[config.mk]
export PLATFORM = sky130hd
export DESIGN_NAME = sync8b10b_fsm
export DESIGN_NICKNAME = d
export VERILOG_FILES = /design/src/rtl/sync8b10b_pkg.sv /design/src/rtl/sync8b10b_classify.sv /design/src/rtl/sync8b10b_step.sv /design/src/rtl/sync8b10b_fsm.sv
export SDC_FILE = /design/constraint.sdc
export NUM_CORES = 1
export LEC_CHECK = 0
export BUFFER_PORTS_ARGS = -buffer_cell sky130_fd_sc_hd__buf_2
export CAP_MARGIN = 40
export CORE_MARGIN = 2
export CORE_UTILIZATION = 55
export DETAILED_ROUTE_END_ITERATION = 7
export PLACE_DENSITY_LB_ADDON = 0.25
export SYNTH_ARGS = -nofsm -noshare
export SYNTH_HDL_FRONTEND = slang
export SYNTH_SLANG_ARGS = --single-unit
[constraint.sdc]
create_clock -name clk -period 1.4 [get_ports clk]
set_input_delay 0.28 -clock clk [delete_from_list [all_inputs] [get_ports clk]]
set_output_delay 0.28 -clock clk [all_outputs]
set_load 0.05 [all_outputs]
[src/rtl/sync8b10b_pkg.sv]
package sync8b10b_pkg;

  // Counters cover thresholds up to 256.
  localparam int CNT_W = 9;

  typedef enum logic [1:0] {
    ST_HUNT = 2'd0,
    ST_LOCK = 2'd1,
    ST_ERR  = 2'd2
  } sync_st_e;

  typedef struct packed {
    sync_st_e           st;
    logic [CNT_W-1:0]   pat;   // good commas seen while hunting
    logic [CNT_W-1:0]   err;   // outstanding errors while synchronized
    logic [CNT_W-1:0]   run;   // consecutive valid words toward one decrement
  } sync_ctx_t;

  localparam sync_ctx_t CTX_IDLE = '{st: ST_HUNT, pat: '0, err: '0, run: '0};

endpackage

[src/rtl/sync8b10b_classify.sv]
module sync8b10b_classify (
  input  logic comma_i,
  input  logic code_ok_i,
  input  logic disp_err_i,
  output logic ev_err_o,
  output logic ev_pat_o
);

  // illegal code or broken disparity both count as an error.
  assign ev_err_o = ~code_ok_i | disp_err_i;
  assign ev_pat_o = comma_i & code_ok_i & ~disp_err_i;

endmodule

[src/rtl/sync8b10b_step.sv]
module sync8b10b_step
  import sync8b10b_pkg::*;
#(
  parameter int GAIN_CNT = 3,
  parameter int LOSE_CNT = 3,
  parameter int DEC_CNT  = 3
) (
  input  sync_ctx_t cur_i,
  input  logic      ev_err_i,
  input  logic      ev_pat_i,
  output sync_ctx_t nxt_o
);

  localparam logic [CNT_W:0] GAIN_W = (CNT_W+1)'(GAIN_CNT);
  localparam logic [CNT_W:0] LOSE_W = (CNT_W+1)'(LOSE_CNT);
  localparam logic [CNT_W:0] DEC_W  = (CNT_W+1)'(DEC_CNT);
  localparam logic [CNT_W:0] ONE_W  = (CNT_W+1)'(1);
  localparam logic [CNT_W-1:0] ONE  = CNT_W'(1);

  logic [CNT_W:0] pat_inc;
  logic [CNT_W:0] err_inc;
  logic [CNT_W:0] run_inc;

  always_comb begin
    pat_inc = {1'b0, cur_i.pat} + ONE_W;
    err_inc = {1'b0, cur_i.err} + ONE_W;
    run_inc = {1'b0, cur_i.run} + ONE_W;
    nxt_o   = cur_i;
    case (cur_i.st)
      ST_HUNT: begin
        if (ev_err_i) begin
          nxt_o.pat = '0;
        end else if (ev_pat_i) begin
          if (pat_inc >= GAIN_W) begin
            nxt_o.st  = ST_LOCK;
            nxt_o.pat = '0;
          end else begin
            nxt_o.pat = pat_inc[CNT_W-1:0];
          end
        end
      end
      default: begin
        if (ev_err_i) begin
          if (err_inc >= LOSE_W) begin
            nxt_o = CTX_IDLE;
          end else begin
            nxt_o.st  = ST_ERR;
            nxt_o.err = err_inc[CNT_W-1:0];
            nxt_o.run = '0;
          end
        end else if (cur_i.st == ST_ERR) begin
          if (run_inc >= DEC_W) begin
            nxt_o.run = '0;
            nxt_o.err = cur_i.err - ONE;
            if (cur_i.err == ONE) nxt_o.st = ST_LOCK;
          end else begin
            nxt_o.run = run_inc[CNT_W-1:0];
          end
        end
      end
    endcase
  end

endmodule

[src/rtl/sync8b10b_fsm.sv]
module sync8b10b_fsm
  import sync8b10b_pkg::*;
#(
  parameter int SYM_PER_CYC = 2,
  parameter int GAIN_CNT    = 3,
  parameter int LOSE_CNT    = 3,
  parameter int DEC_CNT     = 3
) (
  input  logic                   clk,
  input  logic                   rst_n,
  input  logic [SYM_PER_CYC-1:0] sym_comma_i,
  input  logic [SYM_PER_CYC-1:0] sym_code_ok_i,
  input  logic [SYM_PER_CYC-1:0] sym_disp_err_i,
  output logic                   sync_o
);

  // Asynchronous assert, synchronous release.
  logic [1:0] rst_pipe;
  logic       rst_sync_n;

  always_ff @(posedge clk or negedge rst_n) begin
    if (!rst_n) rst_pipe <= '0;
    else        rst_pipe <= {rst_pipe[0], 1'b1};
  end
  assign rst_sync_n = rst_pipe[1];

  logic [SYM_PER_CYC-1:0] err_vec;
  logic [SYM_PER_CYC-1:0] pat_vec;
  sync_ctx_t              chain [SYM_PER_CYC+1];
  sync_ctx_t              ctx_q;
  sync_ctx_t              ctx_d;
  logic                   ctx_en;

  assign chain[0] = ctx_q;

  // lane 0 feeds lane 1, so lower symbols are applied first.
  for (genvar g = 0; g < SYM_PER_CYC; g++) begin : g_lane
    sync8b10b_classify u_cls (
      .comma_i    (sym_comma_i[g]),
      .code_ok_i  (sym_code_ok_i[g]),
      .disp_err_i (sym_disp_err_i[g]),
      .ev_err_o   (err_vec[g]),
      .ev_pat_o   (pat_vec[g])
    );
    sync8b10b_step #(
      .GAIN_CNT (GAIN_CNT),
      .LOSE_CNT (LOSE_CNT),
      .DEC_CNT  (DEC_CNT)
    ) u_step (
      .cur_i    (chain[g]),
      .ev_err_i (err_vec[g]),
      .ev_pat_i (pat_vec[g]),
      .nxt_o    (chain[g+1])
    );
  end

  always_comb begin
    ctx_d  = chain[SYM_PER_CYC];
    ctx_en = (ctx_d != ctx_q);
  end

  always_ff @(posedge clk or negedge rst_sync_n) begin
    if (!rst_sync_n)  ctx_q <= CTX_IDLE;
    else if (ctx_en)  ctx_q <= ctx_d;
  end

  assign sync_o = (ctx_q.st != ST_HUNT);

  // Assertions
  a_r3_rise_needs_pattern: assert property (@(posedge clk) disable iff (!rst_sync_n)
    $rose(sync_o) |-> $past(|pat_vec));

  a_r6_fall_needs_error: assert property (@(posedge clk) disable iff (!rst_sync_n)
    $fell(sync_o) |-> $past(|err_vec));

  a_r4_pat_below_gain: assert property (@(posedge clk) disable iff (!rst_sync_n)
    (ctx_q.st == ST_HUNT) |-> (int'(ctx_q.pat) < GAIN_CNT));

  a_r5_err_below_lose: assert property (@(posedge clk) disable iff (!rst_sync_n)
    (ctx_q.st != ST_HUNT) |-> (int'(ctx_q.err) < LOSE_CNT));

  a_r7_run_below_dec: assert property (@(posedge clk) disable iff (!rst_sync_n)
    int'(ctx_q.run) < DEC_CNT);

  a_r6_hunt_clean: assert property (@(posedge clk) disable iff (!rst_sync_n)
    (ctx_q.st == ST_HUNT) |-> (ctx_q.err == '0 && ctx_q.run == '0));

  a_r7_lock_clean: assert property (@(posedge clk) disable iff (!rst_sync_n)
    (ctx_q.st == ST_LOCK) |-> (ctx_q.err == '0 && ctx_q.run == '0 && ctx_q.pat == '0));

endmodule

==> results of run 1 <==
[sequential cells by signal (all words and copies together), names as in the netlist]
register and count:
chain 29, rst_pipe 2
[kinds of logic after synthesis]
kind of cell,count (synthesis),share of synthesized area
AO/OA/AOI/OAI,87,0.245
XOR/XNOR,7,0.0225
adder cells (fa/ha/maj),16,0.0734
buffers and inverters,26,0.0486
flip-flops,31,0.285
multiplexers,4,0.0156
other,1,0.00138
AND/OR/NAND/NOR,152,0.309
[synth_stat cells (3+ instances only)]
cell and count:
xnor2_1 3, a211oi_1 5, xor2_1 4, or3_1 7, o211ai_1 6, nor2b_1 6
ha_1 16, inv_1 12, o21a_1 6, clkbuf_1 5, o2111ai_1 3, nor3_1 8
nand2b_1 7, a31o_2 3, o21ai_0 14, buf_2 3, and3_1 7, dfrtp_1 31
nand3_1 12, nand2_1 36, buf_6 4, nand4_1 4, and2_1 9, a21oi_1 13
or2_2 3, nor2_1 30
[final timing paths]
path                             startpoint     endpoint  slack (ns)  cells after the start
worst max register to register    chain[65]    chain[69]       -1.93                     14
worst min register to register  rst_pipe[1]    chain[60]        0.26                      1
max in group asynchronous       rst_pipe[1]    chain[86]        0.83                      1
worst min-delay path            rst_pipe[1]    chain[60]        0.26                      1
min in group clk                rst_pipe[0]  rst_pipe[1]        0.36                      0
worst max-delay path              chain[65]    chain[69]       -1.93                     14
[where the power goes]
part           internal [mW]  total [mW]  switching, mW
logic                  0.477        1.07          0.597
registers              0.926       0.965         0.0389
clock network          0.576       0.962          0.386
[critical path: stages, from the launching register on]
cell and delay [ns]:
dfrtp_1 0.40, nor4_2 0.36, and2_4 0.24, a32o_2 0.22, ha_4 0.16, and4_1 0.19, o211a_1 0.20, o311ai_4 0.12
nand3_1 0.13, o21a_1 0.18, nand4_4 0.16, buf_6 0.16, o211ai_4 0.28, xnor2_2 0.21, nor2b_4 0.22
[area by class of cell]
class	count	area [um2]
Multi-Input combinational cell	267	2220
Timing Repair Buffer	140	1070
Sequential cell	31	777
Fill cell	206	440
Tap cell	67	83.8
Clock buffer	6	82.6
Inverter	13	52.6
Clock inverter	2	35.0
[through the flow]
stage,worst slack (ns),cell area (um2),std cells
floorplan,-1.43,2880,324
global placement,-1.50,3690,491
detailed placement,-1.62,3690,491
CTS,-1.61,4100,516
global route,-2.04,4310,526
finish,-1.93,4310,526
[metal layers]
layer	up-vias	global-route usage	part of all wire	wire, um
li1	1462	-	-	-
met1	1682	0.463	0.34	4280
met2	338	0.649	0.45	5700
met3	130	0.0881	0.13	1590
met5	-	0	0.0024	30
met4	2	0.173	0.081	1030
[timing repair]
action,in CTS,in global routing
pin swaps,34,21
setup buffers,17,10
gates resized for setup,40,24
hold buffers,1,0
hold endpoints to repair,2,0
cloned,0,0
endpoints found under the setup margin,30,30
==> flow_summary.toml, run 1 <==
[synth]
seq_area_frac_synth = 0.285
synth_edf_count = 0
synth.area.top_cells = "dfrtp_1 28%, ha_1 7.3%, nand2_1 5.0%"
synth_ff_type = "dfrtp_1"
synth.distinct_cells = 78
yosys_warnings = 0
synth_area_leader_cell = "dfrtp_1"
syn_area_mm2 = 0.00273
synthArstFlopShare = 1.00
ys_ff_latch = 31
synthCells = 324
avgSynthCellArea_um2 = 8.41
synth_nets = 348
synth_top_area_share = 0.285

[layout]
area_growth_pct = 58.2
layout-drive-gt1-share = 0.497
mostFrequentLayoutCell = "buf_4"
num_antenna_cells = 0
final_cell_mix = "124 x buf_4, 34 x nand2_1, 30 x dfrtp_1, 27 x nor2_1, 12 x nand3_1"
final_util = 0.907
num-nets-final = 482

[place]
place_hpwl_um = 6640
port_buffers = 8
gp_congestion = 0.971

[timing]
fin_ws_ns = -1.93
hold_viol = 0
rsz0062_at_grt = "true"
whs_ns = 0.257
setup_viol = 30
max-slew-margin-rel = 0.658
setup_tns_ns = -45.54
skew_ns = 0.00805
period_needed_ns = 3.33
post-route-period-util = 2.38
worst_pin_slew_ns = 0.509
slew_violations = 0
max_freq_mhz = 300

[clocking]
cts.path.max_buffers = 2
cts_root_buf = "clkbuf_8"
worst_skew_pair.late_latency_ns = 0.30
cts_made_buffers = 5
htree_levels = 2
clk_pin_slew_ns = 0.08
cts.sinks = 31
cts_tree = "done"

[power_and_ir_drop]
peakVddDrop_mv = 0.565
total_power_mw = 3.00
power_density_mw_per_mm2 = 696
p_leak_nw = 1.93

[outcome]
status = "complete, but fails checks"
violations = "setup timing"

[routing]
drt_pass1_iterations = 5
post_drt_wl_per_cell_um = 24.0
routed_via_density = 6.87
drc_errors = 0
drt-initial-drc-count = 528
wl_um = 12600
ant_nets = 0
via_count = 3614

[critical_path]
crit_path_end_kind = "flop"
critical_path_required_ns = 1.62
worstSetupPathType = "reg -> reg"
cp-start-kind = "flop"
cp_data_arrival_time_ns = 3.55
crit_path_max_fanout = 5

[grt]
grt_max_degree = 30
grt_pass1_vias = 3256
track_usage = 0.383
grt_pass1_wl_um = 15900
antenna_found_initial = 0
overflow = 0

[flow_run]
max_cap_viol_count = 0

[floorplanning]
core_mm2 = 0.00475
die-area_mm2 = 0.00554
start_util = 0.573
placementRows = 25
die_x_um = 74.4
die_y_um = 74.4
io_pins = 9

[min_path]
hold_path.class = "reg -> async"
No activity file was read; power rests on OpenSTA's default activity.
==> inputs of run 2 (changes only) <==
--- a/config.mk
+++ b/config.mk
@@ -7,8 +7,10 @@
 export LEC_CHECK = 0
 export BUFFER_PORTS_ARGS = -buffer_cell sky130_fd_sc_hd__buf_2
 export CAP_MARGIN = 40
+export CORE_ASPECT_RATIO = 0.5
 export CORE_MARGIN = 2
 export CORE_UTILIZATION = 55
+export CTS_CLUSTER_DIAMETER = 150
 export DETAILED_ROUTE_END_ITERATION = 7
 export PLACE_DENSITY_LB_ADDON = 0.25
 export SYNTH_ARGS = -nofsm -noshare
==> flow_summary.toml, run 2 (synthesis results as in run 1) <==
[outcome]
status = "complete, but fails checks"
violations = "setup timing"

[routing]
drc_errors = 0
drt-initial-drc-count = 326
wl_um = 10600
drt_pass1_iterations = 8
post_drt_wl_per_cell_um = 20.4
ant_nets = 0
routed_via_density = 6.36
via_count = 3316

[critical_path]
crit_path_end_kind = "flop"
max_stage_delay_ns = 0.45
cp_top_family = "compound AO/OA/AOI/OAI gates"
r2r_cells = 16
worstSetupPathType = "reg -> reg"
critical_path_required_ns = 1.60
cp-start-kind = "flop"
crit_chain = "ha_4 -> or2_4 -> o21ai_4 -> a32o_2 -> ha_4 -> nand2_2 -> a22o_1 -> a211o_1 -> a21oi_2 -> o22a_4 -> nand4_4 -> buf_6 -> nor2_2 -> buf_4 -> a32oi_1 -> nor2_1"
crit_path_max_fanout = 4
r2r_slack_ns = -1.82
slowest_stage = "dfrtp_2"
rr_startpoint = "chain[58]"
crit_top_cell = "ha_4"
cp_data_arrival_time_ns = 3.42
timing.rr.end = "chain[58]"
cp_num_buf_inv = 2

[timing]
hold_viol = 0
slew_violations = 0
period_needed_ns = 3.22
skew_ns = 0.00955
rsz0062_at_grt = "true"
setup_viol = 30
setup_tns_ns = -43.92
max_freq_mhz = 311
post-route-period-util = 2.30
fin_ws_ns = -1.82

[clocking]
htree_levels = 2
cts_tree = "done"
cts.path.max_buffers = 2
cts_made_buffers = 5
clk_pin_slew_ns = 0.08
cts.sinks = 31
worst_skew_pair.late_latency_ns = 0.30
cts_root_buf = "clkbuf_8"

[layout]
final_area_mm2 = 0.00422
num_antenna_cells = 0
mostFrequentLayoutCell = "buf_4"
area_growth_pct = 54.7
final_cell_mix = "117 x buf_4, 33 x nand2_1, 28 x dfrtp_1, 26 x nor2_1, 12 x nand3_1"
largest_reg_flops = 29
num-nets-final = 474
fillCellCount = 251
fin_cells = 521
layout-drive-gt1-share = 0.490

[place]
placed_area_mm2 = 0.00373
place_hpwl_um = 6640
placedCellCount = 498
port_buffers = 8
gp_congestion = 0.919

[power_and_ir_drop]
power_density_mw_per_mm2 = 700
clkPwrFrac = 0.325
peakVddDrop_mv = 0.579
seq_power_share = 0.323
combPwrFrac = 0.352
intPower_mw = 2.00
total_power_mw = 2.95
p_leak_nw = 1.91
switching_power_mw = 0.954
p_sw_frac = 0.323

[grt]
track_usage = 0.347
grt_max_degree = 30
antenna_found_initial = 0
grt_pass1_wl_um = 14900
overflow = 0
grt_pass1_vias = 3138

[floorplanning]
die_x_um = 104
die_y_um = 53.8
start_util = 0.563
placementRows = 18
core_mm2 = 0.00484
die-area_mm2 = 0.00557
io_pins = 9

[flow_run]
max_cap_viol_count = 0

[min_path]
hold_path.class = "reg -> async"
## run 2: changes by cell type in the layout (fill, tap and decap cells not counted), moves of 2 or more
cell / before / now
buf_4: 124 / 117
dfrtp_1: 30 / 28
dfrtp_2: 1 / 3
ha_1: 6 / 9
ha_4: 5 / 3
nor2_2: 0 / 2
o21ai_1: 2 / 4
o21ai_2: 4 / 2
## run 2: power groups by stage
stage               Combinational, mW  Clock, mW  Sequential, mW
floorplan                       0.453          0           0.986
CTS                             0.937      0.951           0.951
global placement                0.820          0           0.968
detailed placement              0.845          0           0.974
finish                           1.04      0.959           0.954
global route                     1.09      0.990           0.956
## run 2: worst max path at each step
stage | startpoint | to | slack, ns | cells past startpoint
after floorplan | chain[85] | chain[75] | -1.43 | 15
after global placement | chain[58] | chain[58] | -1.55 | 17
after detailed placement | chain[58] | chain[58] | -1.64 | 17
after CTS | chain[59] | chain[67] | -1.57 | 15
after global routing | chain[59] | chain[72] | -1.90 | 12
final | chain[58] | chain[58] | -1.82 | 16
## run 2: metrics by stage
| step | hold slack [ns] | setup slack (ns) | utilization |
|---|---|---|---|
| 3_3_place_gp | 0.0649 | -1.55 | 0.770 |
| 3_5_place_dp | 0.0677 | -1.64 | 0.770 |
| 4_1_cts | 0.271 | -1.57 | 0.840 |
| 6_report | 0.262 | -1.82 | 0.871 |
| 2_1_floorplan | -0.0156 | -1.43 | - |
| 5_1_grt | 0.308 | -1.90 | 0.871 |
## run 2: final cells by class
class	instances	area, um2	area share
Inverter	13	52.6	0.0125
Tap cell	70	87.6	0.0208
Clock inverter	2	35.0	0.00831
Multi-Input combinational cell	267	2180	0.516
Sequential cell	31	779	0.185
Clock buffer	6	82.6	0.0196
Timing Repair Buffer	132	1000	0.238
## run 2: worst reg2reg max path: stages, from the launching register on
cell and delay (ns):
dfrtp_2 0.45, ha_4 0.18, or2_4 0.24, o21ai_4 0.09, a32o_2 0.26, ha_4 0.16, nand2_2 0.05, a22o_1 0.20
a211o_1 0.29, a21oi_2 0.17, o22a_4 0.17, nand4_4 0.12, buf_6 0.16, nor2_2 0.11, buf_4 0.13, a32oi_1 0.13
nor2_1 0.20
## run 2: repair_timing
action	in CTS	in global routing
pin swaps	16	24
buffers inserted	11	3
gates resized for setup	32	27
hold buffers	1	0
setup endpoints to repair	30	30
endpoints found under the hold margin	2	0
## run 2: layer usage
layer  global-route usage  part of all wire
met1                0.416              0.39
met3               0.0642             0.086
met2                0.640              0.47
met4                0.155             0.057
met5                    0                 0
==> inputs of run 3 (changes only) <==
--- a/config.mk
+++ b/config.mk
@@ -13,6 +13,7 @@
 export CTS_CLUSTER_DIAMETER = 150
 export DETAILED_ROUTE_END_ITERATION = 7
 export PLACE_DENSITY_LB_ADDON = 0.25
+export SKIP_LAST_GASP = 1
 export SYNTH_ARGS = -nofsm -noshare
 export SYNTH_HDL_FRONTEND = slang
 export SYNTH_SLANG_ARGS = --single-unit
==> flow_summary.toml, run 3 (synthesis results as in run 1) <==
[timing]
post-route-period-util = 2.32
setup_viol = 30
period_needed_ns = 3.24
rsz0062_at_grt = "true"
max_freq_mhz = 308
slew_violations = 0
skew_ns = 0.00908
hold_viol = 0
setup_tns_ns = -44.41
fin_ws_ns = -1.84

[routing]
via_count = 3373
top_layer_used = "met4"
ant_nets = 0
drc_errors = 0
wl_um = 10900
met3WireLength_um = 1060
route.met2.wl_um = 4980
met1Wirelength_um = 4180
drt-initial-drc-count = 383
routed_via_density = 6.47
drt_pass1_iterations = 7
post_drt_wl_per_cell_um = 20.9

[clocking]
cts.path.max_buffers = 2
worst_skew_pair.late_latency_ns = 0.29
clk_pin_slew_ns = 0.08
htree_levels = 2
cts_tree = "done"
cts_made_buffers = 5
cts.sinks = 31
cts_root_buf = "clkbuf_8"

[critical_path]
worstSetupPathType = "reg -> reg"
critical_path_required_ns = 1.63
cp_data_arrival_time_ns = 3.47
slowest_stage = "or4_1"
cp_num_buf_inv = 2
crit_chain = "ha_4 -> or2_4 -> o21ai_4 -> a32o_2 -> ha_4 -> buf_4 -> nand3_1 -> nor2_1 -> and2_1 -> o21a_1 -> o211a_4 -> buf_4 -> o211ai_4 -> or4_1 -> nand3_1"
crit_path_max_fanout = 5
crit_path_end_kind = "flop"
max_stage_delay_ns = 0.46
cp-start-kind = "flop"
cp_top_family = "simple AND/OR/NAND/NOR gates"

[place]
placedCellCount = 498
port_buffers = 8
gp_congestion = 0.919
place_hpwl_um = 6640

[floorplanning]
start_util = 0.563
placementRows = 18
die-area_mm2 = 0.00557
die_y_um = 53.8
io_pins = 9
die_x_um = 104
core_mm2 = 0.00484

[outcome]
violations = "setup timing"
status = "complete, but fails checks"

[grt]
grt_pass1_wl_um = 15000
overflow = 0
grt_pass1_vias = 3164
grt_max_degree = 30
track_usage = 0.350
antenna_found_initial = 0

[layout]
num_antenna_cells = 0
area_growth_pct = 54.8
largest_reg_flops = 29
final_cell_mix = "118 x buf_4, 33 x nand2_1, 28 x dfrtp_1, 26 x nor2_1, 12 x nand3_1"
seq_area_um2 = 779
multi_input_area_mm2 = 0.00219
final_util = 0.872
num-nets-final = 474
layout-drive-gt1-share = 0.492
fillCellCount = 244
fin_cells = 521
mostFrequentLayoutCell = "buf_4"

[power_and_ir_drop]
peakVddDrop_mv = 0.591
total_power_mw = 2.96
power_density_mw_per_mm2 = 702
p_leak_nw = 1.91

[min_path]
hold_path.class = "reg -> async"

[flow_run]
max_cap_viol_count = 0
## run 3: cell counts in the layout (fill, tap and decap cells not counted)
No cell type changed its count.
## run 3: layout make-up
cell class                 count  area share
tap                           70      0.0207
timing repair buffer         132       0.237
inverter                      13      0.0124
multi-input combinational    267       0.518
clock inverter                 2     0.00830
clock buffer                   6      0.0196
sequential                    31       0.185
## run 3: layer usage
layer	vias up	track usage
met3	85	0.0726
met1	1593	0.412
met4	0	0.164
met2	255	0.646
met5	-	0
li1	1440	-
## run 3: final timing paths
kind                                to  depth (start not counted)  slack, ns         from
setup / recovery             chain[71]                         15      -1.84    chain[58]
hold reg to reg              chain[70]                          1       0.26  rst_pipe[1]
hold / removal               chain[70]                          1       0.26  rst_pipe[1]
min in group clk           rst_pipe[1]                          0       0.36  rst_pipe[0]
max in group asynchronous    chain[58]                          1       0.81  rst_pipe[1]
setup reg to reg             chain[71]                         15      -1.84    chain[58]
## run 3: report_power, final
group          internal (mW)  switching, mW  leakage (nW)
registers              0.927         0.0279         0.400
clock network          0.576          0.388        0.0612
logic                  0.496          0.546          1.45
## run 3: timing repair
item	in CTS	in global routing
gates cloned	0	0
endpoints found under the hold margin	2	0
setup endpoints to repair	30	30
setup buffers	11	3
pin swaps	16	24
hold buffers	1	0
resized for setup	31	30
## run 3: stage by stage
stage          hold slack (ns)  setup WS [ns]  area (um2)
2_1_floorplan          -0.0156          -1.43        2880
3_3_place_gp            0.0649          -1.55        3730
3_5_place_dp            0.0677          -1.64        3730
4_1_cts                  0.271          -1.57        4060
5_1_grt                  0.313          -1.99        4220
6_report                 0.259          -1.84        4220
## run 3: worst reg2reg max path, delay by kind of cell (launching register included)
kind | cells | cell delay [ns]
and+or+nand+nor | 6 | 1.31
buffers and inverters | 2 | 0.26
DFF | 1 | 0.45
AOI/OAI and AO/OA | 5 | 0.82
adders and majority gates | 2 | 0.34
